<file path="src/rtl/pae_pkg.sv">
package pae_pkg;
  localparam logic [4:0] OFS_PAGE = 5'h10;
  localparam logic [4:0] OFS_CMD  = 5'h11;
  localparam logic [4:0] OFS_DATA = 5'h18;

  typedef enum logic [2:0] {PH_PAGE, PH_WDATA, PH_CMD, PH_POLL, PH_RDATA} phase_e;

  // control -> datapath strobes
  typedef struct packed {
    phase_e phase;
    logic   capture, idxClr, idxInc, pageCommit, pageInval;
    logic   pollClr, pollInc, gapLoad, gapDec, rdStore;
  } strobe_t;

  // datapath -> control status
  typedef struct packed {
    logic pageHit, lastWord, pollLast, gapZero, opBusy, isWrite;
  } status_t;

  function automatic logic [2:0] wordsFor(input logic [2:0] code);
    case (code)
      3'd0, 3'd1: return 3'd1;
      3'd2:       return 3'd2;
      3'd3:       return 3'd3;
      default:    return 3'd4;
    endcase
  endfunction

  function automatic logic [63:0] widthMask(input logic [2:0] code);
    case (code)
      3'd0:    return 64'h0000_0000_0000_00FF;
      3'd1:    return 64'h0000_0000_0000_FFFF;
      3'd2:    return 64'h0000_0000_FFFF_FFFF;
      3'd3:    return 64'h0000_FFFF_FFFF_FFFF;
      default: return 64'hFFFF_FFFF_FFFF_FFFF;
    endcase
  endfunction
endpackage

</file>
<file path="src/rtl/pae_dpath.sv">
module pae_dpath
  import pae_pkg::*;
#(
  parameter int MAX_POLLS = 5,
  parameter int GAP_W     = 16
) (
  input  logic              clk,
  input  logic              rstN,
  input  strobe_t           ctl,
  input  logic [7:0]        reqPage,
  input  logic [7:0]        reqReg,
  input  logic [2:0]        reqWidth,
  input  logic              reqWrite,
  input  logic [63:0]       reqWdata,
  input  logic [GAP_W-1:0]  pollGap,
  input  logic [15:0]       rspRdata,
  output status_t           sts,
  output logic              cmdWrite,
  output logic [4:0]        cmdAddr,
  output logic [15:0]       cmdWdata,
  output logic [63:0]       doneRdata
);
  localparam int PC_W = $clog2(MAX_POLLS + 1);

  logic [7:0]       pgQ, rgQ, cachePg;
  logic             cacheVld, wrQ;
  logic [2:0]       widthQ, nWords;
  logic [63:0]      wdataQ, rdAcc;
  logic [1:0]       idx;
  logic [PC_W-1:0]  pollCnt;
  logic [GAP_W-1:0] gapCnt;

  assign nWords = wordsFor(widthQ);

  always_ff @(posedge clk or negedge rstN) begin
    if (!rstN) begin
      pgQ <= '0; rgQ <= '0; wrQ <= 1'b0; widthQ <= '0;
      wdataQ <= '0; rdAcc <= '0; idx <= '0; pollCnt <= '0; gapCnt <= '0;
      cachePg <= 8'hFF; cacheVld <= 1'b0;
    end else begin
      if (ctl.capture) begin
        pgQ <= reqPage; rgQ <= reqReg; wrQ <= reqWrite; widthQ <= reqWidth;
        wdataQ <= reqWdata & widthMask(reqWidth);
        rdAcc <= '0;
      end
      if (ctl.idxClr)      idx <= '0;
      else if (ctl.idxInc) idx <= idx + 2'd1;
      if (ctl.pageCommit) begin
        cachePg <= pgQ; cacheVld <= 1'b1;
      end else if (ctl.pageInval) begin
        cachePg <= 8'hFF; cacheVld <= 1'b0;
      end
      if (ctl.pollClr)      pollCnt <= '0;
      else if (ctl.pollInc) pollCnt <= pollCnt + 1'b1;
      if (ctl.gapLoad)     gapCnt <= pollGap;
      else if (ctl.gapDec) gapCnt <= gapCnt - 1'b1;
      if (ctl.rdStore)
        rdAcc[{idx, 4'b0} +: 16] <= rspRdata & ((widthQ == 3'd0) ? 16'h00FF : 16'hFFFF);
    end
  end

  always_comb begin
    sts.pageHit  = cacheVld && (cachePg == pgQ);
    sts.lastWord = ({1'b0, idx} + 3'd1) == nWords;
    sts.pollLast = pollCnt == PC_W'(MAX_POLLS - 1);
    sts.gapZero  = gapCnt == '0;
    sts.opBusy   = |rspRdata[1:0];
    sts.isWrite  = wrQ;
  end

  always_comb begin
    cmdWrite = 1'b1;
    cmdAddr  = OFS_CMD;
    cmdWdata = '0;
    case (ctl.phase)
      PH_PAGE:  begin cmdAddr = OFS_PAGE; cmdWdata = {pgQ, 7'b0, 1'b1}; end
      PH_WDATA: begin cmdAddr = OFS_DATA + {3'b0, idx}; cmdWdata = wdataQ[{idx, 4'b0} +: 16]; end
      PH_CMD:   begin cmdWdata = {rgQ, 6'b0, ~wrQ, wrQ}; end
      PH_POLL:  begin cmdWrite = 1'b0; end
      PH_RDATA: begin cmdWrite = 1'b0; cmdAddr = OFS_DATA + {3'b0, idx}; end
      default:  ;
    endcase
  end

  assign doneRdata = rdAcc;

  // busy poll counter never reaches the limit
  p_poll_bound_r6: assert property (@(posedge clk) disable iff (!rstN)
    pollCnt < PC_W'(MAX_POLLS));
  // a committed page is seen as a hit afterwards
  p_cache_commit_r2: assert property (@(posedge clk) disable iff (!rstN)
    ctl.pageCommit |=> sts.pageHit);
endmodule

</file>
<file path="src/rtl/pae_ctrl.sv">
module pae_ctrl
  import pae_pkg::*;
(
  input  logic    clk,
  input  logic    rstN,
  input  logic    reqValid,
  input  logic    cmdReady,
  input  logic    rspValid,
  input  logic    rspErr,
  input  status_t sts,
  output logic    reqReady,
  output logic    cmdValid,
  output logic    doneValid,
  output logic    doneErr,
  output strobe_t ctl
);
  typedef enum logic [2:0] {S_IDLE, S_START, S_ISSUE, S_WAIT, S_GAP, S_FIN} state_e;

  state_e state, nState;
  phase_e phaseQ, nPhase;
  logic   errQ, nErr;

  always_ff @(posedge clk or negedge rstN) begin
    if (!rstN) begin
      state <= S_IDLE; phaseQ <= PH_PAGE; errQ <= 1'b0;
    end else begin
      state <= nState; phaseQ <= nPhase; errQ <= nErr;
    end
  end

  always_comb begin
    ctl       = '0;
    ctl.phase = phaseQ;
    nState    = state;
    nPhase    = phaseQ;
    nErr      = errQ;
    reqReady  = (state == S_IDLE);
    cmdValid  = (state == S_ISSUE);
    doneValid = (state == S_FIN);
    doneErr   = errQ;
    case (state)
      S_IDLE: if (reqValid) begin
        ctl.capture = 1'b1; nErr = 1'b0; nState = S_START;
      end
      S_START: begin
        ctl.idxClr = 1'b1; nState = S_ISSUE;
        if (!sts.pageHit)     nPhase = PH_PAGE;
        else if (sts.isWrite) nPhase = PH_WDATA;
        else                  nPhase = PH_CMD;
      end
      S_ISSUE: if (cmdReady) nState = S_WAIT;
      S_WAIT: if (rspValid) begin
        if (rspErr) begin
          nErr = 1'b1; nState = S_FIN;
          ctl.pageInval = (phaseQ == PH_PAGE);
        end else begin
          nState = S_ISSUE;
          case (phaseQ)
            PH_PAGE: begin
              ctl.pageCommit = 1'b1; ctl.idxClr = 1'b1;
              nPhase = sts.isWrite ? PH_WDATA : PH_CMD;
            end
            PH_WDATA: if (sts.lastWord) nPhase = PH_CMD; else ctl.idxInc = 1'b1;
            PH_CMD: begin ctl.pollClr = 1'b1; nPhase = PH_POLL; end
            PH_POLL:
              if (!sts.opBusy) begin
                if (sts.isWrite) nState = S_FIN;
                else begin nPhase = PH_RDATA; ctl.idxClr = 1'b1; end
              end else if (sts.pollLast) begin
                nErr = 1'b1; nState = S_FIN;
              end else begin
                ctl.pollInc = 1'b1; ctl.gapLoad = 1'b1; nState = S_GAP;
              end
            PH_RDATA: begin
              ctl.rdStore = 1'b1;
              if (sts.lastWord) nState = S_FIN; else ctl.idxInc = 1'b1;
            end
            default: nState = S_FIN;
          endcase
        end
      end
      S_GAP: if (sts.gapZero) nState = S_ISSUE; else ctl.gapDec = 1'b1;
      S_FIN: nState = S_IDLE;
      default: nState = S_IDLE;
    endcase
  end

  // done is a single-cycle pulse
  p_done_pulse_r9: assert property (@(posedge clk) disable iff (!rstN)
    doneValid |=> !doneValid);
  // one request at a time
  p_ready_drop_r9: assert property (@(posedge clk) disable iff (!rstN)
    reqValid && reqReady |=> !reqReady);
  // no new command while a response is arriving
  p_one_outstanding_r10: assert property (@(posedge clk) disable iff (!rstN)
    rspValid |-> !cmdValid);
endmodule

</file>
<file path="src/rtl/paged_access_engine.sv">
module paged_access_engine
  import pae_pkg::*;
#(
  parameter logic [4:0] PHY_ADDR  = 5'h1E,
  parameter int         MAX_POLLS = 5,
  parameter int         GAP_W     = 16
) (
  input  logic             clk,
  input  logic             rstN,
  input  logic             reqValid,
  output logic             reqReady,
  input  logic [7:0]       reqPage,
  input  logic [7:0]       reqReg,
  input  logic [2:0]       reqWidth,
  input  logic             reqWrite,
  input  logic [63:0]      reqWdata,
  input  logic [GAP_W-1:0] pollGap,
  output logic             cmdValid,
  input  logic             cmdReady,
  output logic             cmdWrite,
  output logic [4:0]       cmdPhy,
  output logic [4:0]       cmdAddr,
  output logic [15:0]      cmdWdata,
  input  logic             rspValid,
  input  logic             rspErr,
  input  logic [15:0]      rspRdata,
  output logic             doneValid,
  output logic             doneErr,
  output logic [63:0]      doneRdata
);
  strobe_t ctl;
  status_t sts;

  assign cmdPhy = PHY_ADDR;

  pae_ctrl u_ctrl (
    .clk(clk), .rstN(rstN), .reqValid(reqValid), .cmdReady(cmdReady),
    .rspValid(rspValid), .rspErr(rspErr), .sts(sts), .reqReady(reqReady),
    .cmdValid(cmdValid), .doneValid(doneValid), .doneErr(doneErr), .ctl(ctl)
  );

  pae_dpath #(.MAX_POLLS(MAX_POLLS), .GAP_W(GAP_W)) u_dpath (
    .clk(clk), .rstN(rstN), .ctl(ctl), .reqPage(reqPage), .reqReg(reqReg),
    .reqWidth(reqWidth), .reqWrite(reqWrite), .reqWdata(reqWdata),
    .pollGap(pollGap), .rspRdata(rspRdata), .sts(sts), .cmdWrite(cmdWrite),
    .cmdAddr(cmdAddr), .cmdWdata(cmdWdata), .doneRdata(doneRdata)
  );

  // a stalled command holds its fields
  p_cmd_hold_r10: assert property (@(posedge clk) disable iff (!rstN)
    cmdValid && !cmdReady |=> cmdValid && $stable(cmdAddr) && $stable(cmdWdata) && $stable(cmdWrite));
endmodule

</file>
<file path="config.mk">
export PLATFORM = sky130hd
export DESIGN_NAME = paged_access_engine
export DESIGN_NICKNAME = d
export VERILOG_FILES = /design/src/rtl/pae_pkg.sv /design/src/rtl/pae_dpath.sv /design/src/rtl/pae_ctrl.sv /design/src/rtl/paged_access_engine.sv
export SDC_FILE = /design/constraint.sdc
export NUM_CORES = 1
export LEC_CHECK = 0
export BUFFER_PORTS_ARGS = -buffer_cell sky130_fd_sc_hd__buf_2
export CORE_ASPECT_RATIO = 0.7
export CORE_MARGIN = 2
export CORE_UTILIZATION = 30
export DETAILED_ROUTE_END_ITERATION = 7
export GPL_TIMING_DRIVEN = 0
export SLEW_MARGIN = 20
export SYNTH_ARGS = -nofsm -noshare
export SYNTH_HDL_FRONTEND = slang
export SYNTH_SLANG_ARGS = --single-unit
</file>
<file path="constraint.sdc">
create_clock -name clk -period 3.2 [get_ports clk]
set_clock_uncertainty 0.2 [all_clocks]
set_input_delay 0.32 -clock clk [delete_from_list [all_inputs] [get_ports clk]]
set_output_delay 0.32 -clock clk [all_outputs]
set_load 0.02 [all_outputs]
</file>
==> impl_metrics.csv <==
group,metric,value,unit
global_route,grt_pass1_wl,46440,um
sta,tightestPinTransition,791.0,ps
synthesis,synth_top_family_by_area,"simple AND/OR/NAND/NOR gates",
power,p_leak,5.933,nW
synthesis,synth.mux.area_fraction,0.05623,
layout,layout.nets,1406,
placed_design,portBuffers,209,
power,power-per-cell-area,775.1,mW/mm^2
floorplanning,start_util,0.3042,
sta,fin_hold_ws,30.25,ps
outcome,outcome,"finished clean",
drt,firstDrtPassIters,7,
synthesis,synth_fa_ha_area_frac,0.01284,
synthesis,syn_inst,931,
synthesis,synth-compound-area-share,0.1042,
sta,timing.slew.headroom,0.4726,
sta,max_freq,335.2,MHz
cts,cts-root-buf,"clkbuf_16",
layout,post-route-util,0.4194,
drt,drtIter0Drc,636,
layout,drive_above_1_share,0.2407,
global_route,grt_max_degree,96,
sta,fin_setup_tns,0,ps
synthesis,synthSimpleGateAreaFrac,0.2345,
synthesis,yosys.area_share.xor_xnor,0.02498,
layout,synthToLayoutAreaGrowth,37.89,%
critical_path,arrival,3120,ps
sta,final-max-slew-violation-count,0,
sta,finalCriticalPeriod,2983,ps
floorplanning,coreArea,0.02882,sq mm
synthesis,synth-seq-cells,185,
global_route,antenna_found_initial,0,
cts,insertion_delay,450,ps
synthesis,ys_seq_area_frac,0.5292,
critical_path,crit_top_cell,"buf_6",
critical_path,worstPathRequired,3340,ps
sta,setup_viol,0,
floorplanning,rows,52,
critical_path,path_max_fanout,10,
placed_design,dp_hpwl,20880,um
drt,wl_per_cell,17.55,um
layout,n_antenna_cell,0,
critical_path,crit_slowest_cell,"dfrtp_2",
critical_path,critPathCaptureType,"register",
critical_path,critPathKind,"register to register",
synthesis,ys_warn_count,0,
sta,post-route-period-util,0.9323,
global_route,grt_pass1_vias,8198,
drt,drc,0,
power,ir_drop,306.6,uV
cts,cts.clk_slew.worst_paths,70,ps
cts,cts_num_sinks,185,
floorplanning,ios,217,
synthesis,synth_edf_count,0,
placed_design,gp_congestion,0.8360,
floorplanning,die_w,208.3,um
critical_path,start_kind,"register",
floorplanning,die_area,0.03063,sq mm
layout,layout_commonest_cell,"nand2_1",
layout,most-common-layout-cells,"nand2_1, buf_2, dfrtp_1",
sta,rsz0062_at_grt,"no",
floorplanning,die_y,147.0,um
drt,routed_via_density,4.863,
synthesis,ys.flop_type,"dfrtp_1",
critical_path,path_cells,"buf_6 -> buf_6 -> inv_1 -> ha_1 -> clkbuf_4 -> nand3_1 -> o21ai_1 -> a22oi_2 -> a221oi_4 -> o21a_1 -> mux2_2",
sta,hold_viol,0,
drt,route.vias.total,8102,
cts,h-tree-depth,4,
critical_path,cpPeakStageDelay,440,ps
cts,cts-buffers-inserted,17,
synthesis,async_flop_share,1.000,
critical_path,r2r_setup_slack,220,ps
global_route,gr-usage-all-layers,0.1968,
synthesis,syn-cell-area,0.008767,sq mm
drt,ant_nets,0,
drt,totalWireLength,29240,um
synthesis,avgSynthCellArea,9.417,sq um
hold_path,hp-class,"primary input to register",
cts,clk_path_buf_depth,2,
synthesis,yosys.cell_types.count,61,
job,maxCapViolCount,0,
global_route,grt-ovfl-total,0,
cts,tritoncts,"done",
[state kept, by name, summed over array words and instances, names as in the netlist, 8 cells and up]
name,cells
u_dpath.wdataQ,64
u_dpath.gapCnt,16
u_dpath.rgQ,8
u_dpath.cachePg,8
u_dpath.doneRdata,64
u_dpath.pgQ,8
[critical path: cells and delay by family (launching register included)]
family	cells	cell delay, ps
buf+inv	4	690
mux	1	330
flops	1	440
simple gates	1	80
compound gates	4	790
fa+ha+maj	1	340
[stage by stage]
stage / area [sq um] / std cells / power [mW] / setup WS [ps]
2_1_floorplan: 8790 / 936 / 5.855 / 76.08
3_3_place_gp: 10310 / 1523 / 7.013 / -1609
3_5_place_dp: 10350 / 1524 / 7.101 / -733.3
4_1_cts: 12040 / 1666 / 9.397 / -104.1
5_1_grt: 12090 / 1666 / 10.05 / 44.31
6_report: 12090 / 1666 / 9.371 / 216.8
[layout make-up]
type,instances,area [sq um]
Sequential cell,185,4642
Clock buffer,24,471.7
Clock inverter,8,97.59
Tap cell,378,473.0
Fill cell,2844,16730
Multi-Input combinational cell,676,3856
Buffer,66,330.3
Timing Repair Buffer,320,2185
Inverter,9,33.78
[logic make-up (layout without fill, tap and decap cells)]
group	count (synthesis)	after routing
buffers and inverters	75	427
AND/OR/NAND/NOR	469	469
flip-flops	185	185
adder cells (fa/ha/maj)	9	9
other	2	7
multiplexers	29	29
XOR/XNOR	25	25
AO/OA/AOI/OAI	137	137
[power by group]
group | internal [mW] | leakage, nW | switching [mW] | total (mW)
Clock | 1.19 | 0.270 | 0.947 | 2.14
Combinational | 1.43 | 3.28 | 2.24 | 3.67
Sequential | 3.07 | 2.39 | 0.499 | 3.57
[synthesized netlist by cell type (3+ instances only)]
library cell  instances  area [sq um]
or2_2                 3         18.77
a21oi_1              17         85.08
nand2b_1              5         31.28
and3_1                5         31.28
dfstp_2               8         210.2
o31ai_1               9         67.56
xnor2_1              21         183.9
o21ai_0              59         295.3
nand3b_1              4         30.03
nor2_1               48         180.2
a21oi_2               3         26.28
mux2i_1              11         110.1
a22o_1               24         210.2
xor2_1                4         35.03
nor2b_1               8         50.05
nand4_1               4         25.02
nand3_1              77         385.4
nor4_1                4         25.02
nor3_1               14         70.07
and2_1                3         18.77
buf_2                14         70.07
or3_1                 4         25.02
nand2_1             277          1040
buf_4                 7         52.55
clkbuf_1             29         108.9
buf_1                15         56.30
ha_1                  9         112.6
dfrtp_1             177          4429
a31oi_1               4         25.02
inv_1                 9         33.78
mux4_2               16         360.4
[final timing paths]
check,end,depth (start not counted),start
worst max-delay path,u_ctrl.phaseQ[1],11,u_dpath.idx[1]
min in group asynchronous,u_dpath.gapCnt[6],2,rstN
worst min register to register,u_dpath.wdataQ[58],2,u_dpath.wdataQ[58]
worst min-delay path,u_dpath.doneRdata[61],3,rspRdata[13]
max in group asynchronous,u_dpath.wdataQ[58],3,rstN
worst max register to register,u_ctrl.phaseQ[1],11,u_dpath.idx[1]
[repair_timing]
action,CTS,global route
cloned,0,0
hold buffers,110,0
pin swaps,0,2
resized for setup,9,17
setup endpoints to repair,35,10
hold endpoints to repair,219,0
buffers inserted,0,0
[metal layers]
| layer | vias up | GRT usage | share of wire | wire length (um) |
|---|---|---|---|---|
| met2 | 286 | 0.3003 | 0.44 | 13000 |
| met4 | 0 | 0.03741 | 0.0071 | 208 |
| met1 | 3948 | 0.2863 | 0.49 | 14280 |
| met3 | 18 | 0.04660 | 0.060 | 1758 |
| li1 | 3850 | - | - | - |
| met5 | - | 0 | 0 | 0 |
(Power assumes the default switching activity.)
